**src/rtl/burst_seq_pkg.sv**
```systemverilog
package burst_seq_pkg;
  localparam int BL_CODE_W = 2;
  localparam int BEAT_W    = 3;

  typedef logic [BL_CODE_W-1:0] bl_code_t;
  typedef logic [BEAT_W-1:0]    beat_idx_t;

  typedef enum logic [BL_CODE_W-1:0] {
    BL_BAD = 2'd0,
    BL_2   = 2'd1,
    BL_4   = 2'd2,
    BL_8   = 2'd3
  } bl_sel_e;
endpackage

```
**src/rtl/burst_len_decode.sv**
```systemverilog
module burst_len_decode
  import burst_seq_pkg::*;
(
  input  bl_code_t  code,
  output beat_idx_t mask,
  output logic      legal
);
  always_comb begin
    mask  = '0;
    legal = 1'b1;
    case (bl_sel_e'(code))
      BL_2:    mask = 3'b001;
      BL_4:    mask = 3'b011;
      BL_8:    mask = 3'b111;
      default: legal = 1'b0;
    endcase
  end
endmodule

```
**src/rtl/burst_addr_calc.sv**
```systemverilog
module burst_addr_calc
  import burst_seq_pkg::*;
#(
  parameter int COL_W = 8
) (
  input  logic [COL_W-1:0] base,
  input  beat_idx_t        idx,
  input  beat_idx_t        mask,
  input  logic             ilv,
  output logic [COL_W-1:0] col
);
  beat_idx_t low_start;
  beat_idx_t off;

  assign low_start = base[BEAT_W-1:0];
  assign off = ilv ? (low_start ^ idx) : (low_start + idx);
  assign col = {base[COL_W-1:BEAT_W], (low_start & ~mask) | (off & mask)};
endmodule

```
**src/rtl/burst_col_seq.sv**
```systemverilog
module burst_col_seq
  import burst_seq_pkg::*;
#(
  parameter int COL_W = 8
) (
  input  logic             clk,
  input  logic             rst,
  input  logic             start_i,
  input  logic [COL_W-1:0] col_i,
  input  logic [1:0]       blen_i,
  input  logic             ilv_i,
  output logic [COL_W-1:0] col_o,
  output logic             beat_vld_o,
  output logic             beat_last_o,
  output logic             bad_len_o
);
  beat_idx_t        mask_d;
  logic             legal_d;
  logic [COL_W-1:0] next_col;

  logic [COL_W-1:0] base_q;
  beat_idx_t        mask_q;
  beat_idx_t        idx_q;
  logic             ilv_q;
  logic [COL_W-1:0] col_q;
  logic             vld_q;
  logic             last_q;
  logic             bad_q;

  burst_len_decode u_dec (
    .code  (blen_i),
    .mask  (mask_d),
    .legal (legal_d)
  );

  burst_addr_calc #(.COL_W(COL_W)) u_calc (
    .base (base_q),
    .idx  (idx_q),
    .mask (mask_q),
    .ilv  (ilv_q),
    .col  (next_col)
  );

  always_ff @(posedge clk) begin
    if (rst) begin
      base_q <= '0;
      mask_q <= '0;
      idx_q  <= '0;
      ilv_q  <= 1'b0;
      col_q  <= '0;
      vld_q  <= 1'b0;
      last_q <= 1'b0;
      bad_q  <= 1'b0;
    end else begin
      bad_q <= start_i & ~legal_d;
      if (start_i) begin
        last_q <= 1'b0;
        if (legal_d) begin
          base_q <= col_i;
          mask_q <= mask_d;
          ilv_q  <= ilv_i;
          idx_q  <= 3'd1;
          col_q  <= col_i;
          vld_q  <= 1'b1;
        end else begin
          vld_q <= 1'b0;
        end
      end else if (vld_q && !last_q) begin
        col_q  <= next_col;
        last_q <= (idx_q == mask_q);
        idx_q  <= idx_q + 3'd1;
      end else begin
        vld_q  <= 1'b0;
        last_q <= 1'b0;
      end
    end
  end

  assign col_o       = col_q;
  assign beat_vld_o  = vld_q;
  assign beat_last_o = last_q;
  assign bad_len_o   = bad_q;
endmodule

```
**config.mk**
```make
export PLATFORM = sky130hd
export DESIGN_NAME = burst_col_seq
export DESIGN_NICKNAME = d
export VERILOG_FILES = /design/src/rtl/burst_seq_pkg.sv /design/src/rtl/burst_len_decode.sv /design/src/rtl/burst_addr_calc.sv /design/src/rtl/burst_col_seq.sv
export SDC_FILE = /design/constraint.sdc
export NUM_CORES = 1
export LEC_CHECK = 0
export BUFFER_PORTS_ARGS = -buffer_cell sky130_fd_sc_hd__clkbuf_2
export CAP_MARGIN = 20
export CORE_MARGIN = 2
export CORE_UTILIZATION = 52
export DETAILED_ROUTE_END_ITERATION = 10
export GPL_TIMING_DRIVEN = 0
export HOLD_SLACK_MARGIN = 0.02
export PLACE_DENSITY = 0.78
export SLEW_MARGIN = 20
export SYNTH_ARGS = -nofsm -noshare
export SYNTH_HDL_FRONTEND = slang
export SYNTH_SLANG_ARGS = --single-unit
```
**constraint.sdc**
```tcl
create_clock -name clk -period 2.1 [get_ports clk]
set_input_delay 0 -clock clk [delete_from_list [all_inputs] [get_ports clk]]
set_output_delay 0 -clock clk [all_outputs]
set_load 0.01 [all_outputs]
```
==> key figures, run 1 <==
Die
  • Row count: 17
  • Ports: 25
  • Die Y: 51.7 um
  • Die W: 51.7 um
  • Die area: 0.00267 mm^2
  • Core area: 0.00219 mm^2
  • Initial Util: 54.0%

Placement
  • GP Congestion: 0.826
  • PortBufs: 22
  • DP Area: 0.00133 mm^2
  • Post-Place Cells: 180
  • Setup slack at placement: 0.300 ns
  • Dpl hpwl: 1770 um

Critical path
  • Worst path depth: 6
  • Reg2reg path depth: 6
  • Slowest cell on crit path: dfxtp_1
  • CP startpoint kind: flip-flop
  • Critical-path cell list: ha_1 -> fa_1 -> nor2b_1 -> mux2i_1 -> xor2_1 -> a311o_1
  • CP Max Fanout: 5
  • CP delay by family, top: adder cells
  • Worst setup EP type: flip-flop
  • Crit Path Class: reg2reg
  • Required time worst endpoint: 2.31 ns
  • Buf+Inv Stages, Crit Path: 0
  • Critical Path AT: 2.04 ns
  • Crit-path max cell delay: 0.39 ns

Final layout
  • Area added between synthesis and finish: 25.2%
  • Cell area after layout: 0.00148 mm^2
  • Final Non-Filler Cells: 196
  • Fraction of layout instances using a drive strength above 1: 20.8%
  • Nets: 188
  • Final core utilization: 67.6%
  • # diodes: 0

Routing
  • Residual DRC: 0
  • Vias post-DR: 1021
  • WL/cell: 12.5 um
  • Via density: 5.21
  • DRT Wirelength: 2450 um
  • Routed Antenna Nets: 0
  • Initial drt markers: 11
  • DRT Pass-1 Iters: 4

STA
  • Rel. slew slack: 61.2%
  • Setup ws final: 0.274 ns
  • Least-Margin Pin Slew: 0.582 ns
  • RSZ-0062 raised after global routing: no
  • Fin crit period: 1.83 ns
  • Final Hold Fails: 0
  • Final setup viols: 0
  • Max Freq: 0.548 GHz
  • Skew final: 0.00475 ns
  • Fin Setup TNS: 0 ns
  • Final slew viol count: 0
  • Final period utilization: 86.9%
  • Worst hold slack: 0.131 ns

Synthesis
  • Main combinational cell family by area after synthesis: simple AND/OR/NAND/NOR gates
  • Yosys cell types: 29
  • Xor/xnor cell area share of the yosys netlist: 2.96%
  • Synth warnings: 0
  • Gate Count Post-Synth: 130
  • Synth Area in Compound Gates: 14.8%
  • Mapped cell area: 0.00118 mm^2
  • Register bit count reported by yosys: 26
  • Synth Area in Simple Gates: 21.1%
  • Adder-Cell Fraction of Synth Area: 4.87%
  • Mux contribution to synthesized area: 6.77%
  • Synth Net Count: 148
  • Syn avg cell area: 9.10 um^2
  • Post-synthesis sequential area ratio: 44.0%

Global routing
  • Global-route wire length before repair: 4060 um
  • Largest net degree at the start of global routing: 14
  • Vias in the first global route: 913
  • Initial antenna violation count: 0
  • Total grt overflow: 0
  • All-Layer GR Usage: 20.6%

Clock network
  • Clk_lat worst skew: 0.32 ns
  • Num CTS Buffers: 3
  • CTS resizes: 0
  • Htree depth: 1
  • Sink Count: 26
  • TritonCTS clock tree: yes
  • Root Buffer: clkbuf_4
  • Worst-path clk slew: 0.13 ns
  • Longest Clk Path Bufs: 2

Power
  • Total power: 0.931 mW
  • PwrDens: 629 mW/mm^2
  • Peak supply drop: 0.000503 V
  • Leak pwr: 0.622 nW

Flow run
  • Max Cap Viol: 0

Status
  • Status: finished clean

Hold path
  • HP Class: in2reg
  • Min-Delay Path Depth: 2
==> synth_stat cells <==
| library cell | instances | area [um^2] |
|---|---|---|
| a211oi_1 | 5 | 37.5 |
| a211oi_2 | 3 | 37.5 |
| a21oi_1 | 12 | 60.1 |
| a22oi_1 | 1 | 7.51 |
| a311o_1 | 1 | 10.0 |
| buf_1 | 2 | 7.51 |
| buf_12 | 1 | 20.0 |
| buf_6 | 2 | 22.5 |
| clkbuf_1 | 4 | 15.0 |
| dfxtp_1 | 26 | 521 |
| fa_1 | 1 | 20.0 |
| ha_1 | 3 | 37.5 |
| mux2i_1 | 8 | 80.1 |
| nand2_1 | 26 | 97.6 |
| nand2b_1 | 2 | 12.5 |
| nand3_1 | 1 | 5.00 |
| nand4_1 | 1 | 6.26 |
| nor2_1 | 11 | 41.3 |
| nor2_2 | 3 | 18.8 |
| nor2b_1 | 1 | 6.26 |
| nor3_1 | 4 | 20.0 |
| nor3b_1 | 1 | 7.51 |
| nor3b_4 | 1 | 18.8 |
| nor4b_1 | 1 | 8.76 |
| o21a_1 | 1 | 7.51 |
| o21ai_0 | 3 | 15.0 |
| or2_1 | 1 | 6.26 |
| xnor2_1 | 1 | 8.76 |
| xor2_1 | 3 | 26.3 |
==> power breakdown <==
group | switching, mW | total (mW) | internal (mW)
clock network | 0.140 | 0.207 | 0.0672
logic | 0.0917 | 0.179 | 0.0870
registers | 0.0217 | 0.545 | 0.524
total | 0.253 | 0.931 | 0.678
==> layer usage <==
| layer | global-route usage, % | share of wire (%) | vias to the layer above | wire, um |
|---|---|---|---|---|
| met2 | 34.6 | 49 | 26 | 1200 |
| met3 | 3.45 | 3.8 | 4 | 93 |
| met5 | 0 | 0 | - | 0 |
| li1 | - | - | 519 | - |
| met1 | 25.8 | 46 | 472 | 1120 |
| met4 | 9.21 | 1.4 | 0 | 35 |
==> final cells by class <==
class | count | area [um^2]
Buffer | 9 | 65.1
Clock buffer | 3 | 22.5
Fill cell | 193 | 711
Multi-Input combinational cell | 95 | 597
Sequential cell | 26 | 520
Tap cell | 28 | 35.0
Timing Repair Buffer | 35 | 240
==> state kept, by name, indices dropped and copies added (netlist names) <==
register	flops
base_q	8
col_o	8
idx_q	3
mask_q	3
bad_len_o	1
beat_last_o	1
beat_vld_o	1
ilv_q	1
==> cell usage in the layout (no fill, tap or decap), types with 2 or more instances in the layout <==
master         Yosys  routed
a211oi_1           5       5
a211oi_2           3       3
a21oi_1           12      12
buf_1              2       2
buf_6              2       2
clkbuf_1           4       4
clkbuf_2           0      22
clkbuf_4           0       3
dfxtp_1           26      26
dlygate4sd3_1      0      13
ha_1               3       3
mux2i_1            8       8
nand2_1           26      26
nand2b_1           2       2
nor2_1            11      11
nor2_2             3       3
nor3_1             4       4
o21ai_0            3       3
xor2_1             3       3
==> worst paths after layout <==
path              from   endpoint  slack (ns)
min reg2reg  base_q[4]  base_q[4]        0.46
min                rst   col_o[7]        0.13
max           idx_q[0]   col_o[2]        0.27
max reg2reg   idx_q[0]   col_o[2]        0.27
==> worst register-to-register path: stages (launching register included) <==
cell and delay (ns):
dfxtp_1 0.39, ha_1 0.22, fa_1 0.35, nor2b_1 0.15, mux2i_1 0.13, xor2_1 0.15, a311o_1 0.33
==> logic make-up (layout without fill, tap and decap cells) <==
logic type,count (synthesis),count (layout)
fa+ha+maj,4,4
xor+xnor,4,4
simple gates,53,53
flops,26,26
compound gates,26,26
buf+inv,9,47
mux,8,8
==> repair_timing <==
item                                    CTS  global route
endpoints found under the setup margin    0             0
endpoints found under the hold margin    14             0
hold buffers                             13             0
setup buffers                             0             0
(Power assumes the default switching activity.)
==> run 2, diff against run 1 <==
CORE_UTILIZATION = 49   (was 52)
PLACE_DENSITY = 0.74   (was 0.78)
==> key figures, run 2 (synthesized netlist as in run 1, its figures left out) <==
Global routing
  • Initial antenna violation count: 0 (unchanged)
  • Total grt overflow: 0 (unchanged)
  • Vias in the first global route: 922 (was 913)
  • Global-route wire length before repair: 4220 um (was 4060 um)
  • Largest net degree at the start of global routing: 15 (was 14)
  • All-Layer GR Usage: 20.2% (was 20.6%)

Placement
  • Post-Place Cells: 180 (unchanged)
  • Setup slack at placement: 0.257 ns (was 0.300 ns)
  • GP Congestion: 0.816 (was 0.826)
  • PortBufs: 22 (unchanged)
  • Dpl hpwl: 1840 um (was 1770 um)

Final layout
  • Final Non-Filler Cells: 197 (was 196)
  • Final core utilization: 66.3% (was 67.6%)
  • Nets: 188 (unchanged)
  • # diodes: 0 (unchanged)
  • FILL cells: 196 (was 193)
  • Area added between synthesis and finish: 26.3% (was 25.2%)
  • Commonest non-fill, non-tap cells in the layout: nand2_1, dfxtp_1, clkbuf_2 (unchanged)
  • Fraction of layout instances using a drive strength above 1: 21.3% (was 20.8%)

STA
  • RSZ-0062 raised after global routing: no (unchanged)
  • Fin crit period: 1.88 ns (was 1.83 ns)
  • Final setup viols: 0 (unchanged)
  • Least-Margin Pin Slew: 0.554 ns (was 0.582 ns)
  • Skew final: 0.00569 ns (was 0.00475 ns)
  • Rel. slew slack: 63.1% (was 61.2%)
  • Setup ws final: 0.223 ns (was 0.274 ns)
  • Fin Setup TNS: 0 ns (unchanged)
  • Final Hold Fails: 0 (unchanged)
  • Final slew viol count: 0 (unchanged)
  • Max Freq: 0.533 GHz (was 0.548 GHz)
  • Final period utilization: 89.4% (was 86.9%)

Critical path
  • Crit Path Class: reg2reg (unchanged)
  • Critical-path cell list: ha_1 -> fa_1 -> nor2b_1 -> mux2i_1 -> xor2_1 -> a311o_1 (unchanged)
  • Worst setup EP type: flip-flop (unchanged)
  • Buf+Inv Stages, Crit Path: 0 (unchanged)
  • Slowest cell on crit path: dfxtp_1 (unchanged)
  • CP Max Fanout: 5 (unchanged)
  • CP delay by family, top: flip-flops (was adder cells)
  • Critical Path AT: 2.09 ns (was 2.04 ns)
  • Crit-path max cell delay: 0.49 ns (was 0.39 ns)
  • CP startpoint kind: flip-flop (unchanged)
  • Required time worst endpoint: 2.31 ns (about the same)

Clock network
  • Longest Clk Path Bufs: 2 (unchanged)
  • Root Buffer: clkbuf_4 (unchanged)
  • Hold-fix buffers, CTS: 13 (unchanged)
  • Num CTS Buffers: 3 (unchanged)
  • Worst-path clk slew: 0.14 ns (was 0.13 ns)
  • Clk_lat worst skew: 0.31 ns (was 0.32 ns)
  • CTS resizes: 0 (unchanged)
  • TritonCTS clock tree: yes (unchanged)
  • Htree depth: 1 (unchanged)
  • Sink Count: 26 (unchanged)
  • Post-CTS Setup Bufs: 0 (unchanged)

Routing
  • DRT Wirelength: 2490 um (was 2450 um)
  • Residual DRC: 0 (unchanged)
  • Vias post-DR: 1033 (was 1021)
  • Via density: 5.24 (was 5.21)
  • Initial drt markers: 16 (was 11)
  • WL/cell: 12.6 um (was 12.5 um)
  • Routed Antenna Nets: 0 (unchanged)
  • DRT Pass-1 Iters: 4 (unchanged)

Die
  • Die Y: 53.1 um (was 51.7 um)
  • Die W: 53.1 um (was 51.7 um)
  • Die area: 0.00282 mm^2 (was 0.00267 mm^2)
  • Ports: 25 (unchanged)
  • Initial Util: 52.4% (was 54.0%)
  • Core area: 0.00225 mm^2 (was 0.00219 mm^2)
  • Row count: 17 (unchanged)

Power
  • Leak pwr: 0.629 nW (was 0.622 nW)
  • Peak supply drop: 0.000445 V (was 0.000503 V)
  • Total power: 0.975 mW (was 0.931 mW)
  • PwrDens: 653 mW/mm^2 (was 629 mW/mm^2)

Hold path
  • HP Class: in2reg (unchanged)

Flow run
  • Max Cap Viol: 0 (unchanged)

Status
  • Status: finished clean (unchanged)
run 2: changes by cell type in the layout (fill, tap and decap cells not counted), sizes merged:
cell    change
clkbuf      +1
run 2: layout make-up:
| cell class | instances | area, um^2 | area share (%) |
|---|---|---|---|
| multi-input combinational | 95 | 597 | 39.9 |
| sequential | 26 | 520 | 34.8 |
| timing repair buffer | 35 | 240 | 16.1 |
| buffer | 9 | 65.1 | 4.36 |
| clock buffer | 4 | 36.3 | 2.43 |
| tap | 28 | 35.0 | 2.35 |
run 2: metal layers:
metal | global-route usage (%) | vias up | part of all wire (%)
li1 | - | 524 | -
met1 | 25.1 | 473 | 45
met2 | 37.3 | 34 | 49
met3 | 2.54 | 2 | 5.5
met4 | 3.85 | 0 | 0.56
met5 | 0 | - | 0
run 2: path summary, 6_finish.rpt:
path | from | endpoint | slack, ns | cells after the start
max | idx_q[0] | col_o[2] | 0.22 | 6
min | rst | col_o[1] | 0.14 | 2
max reg2reg | idx_q[0] | col_o[2] | 0.22 | 6
min reg2reg | base_q[6] | base_q[6] | 0.47 | 2
run 2: power by group:
group | switching [mW] | internal [mW]
sequential | 0.0222 | 0.524
clock | 0.145 | 0.106
combinational | 0.0917 | 0.0869
total | 0.259 | 0.716
run 2: metrics by stage:
stage / hold WS [ns] / cell area, um^2
floorplan: 0.0767 / 1180
global route: 0.179 / 1490
global placement: 0.220 / 1330
finish: 0.142 / 1490
CTS: 0.150 / 1490
detailed placement: 0.235 / 1330
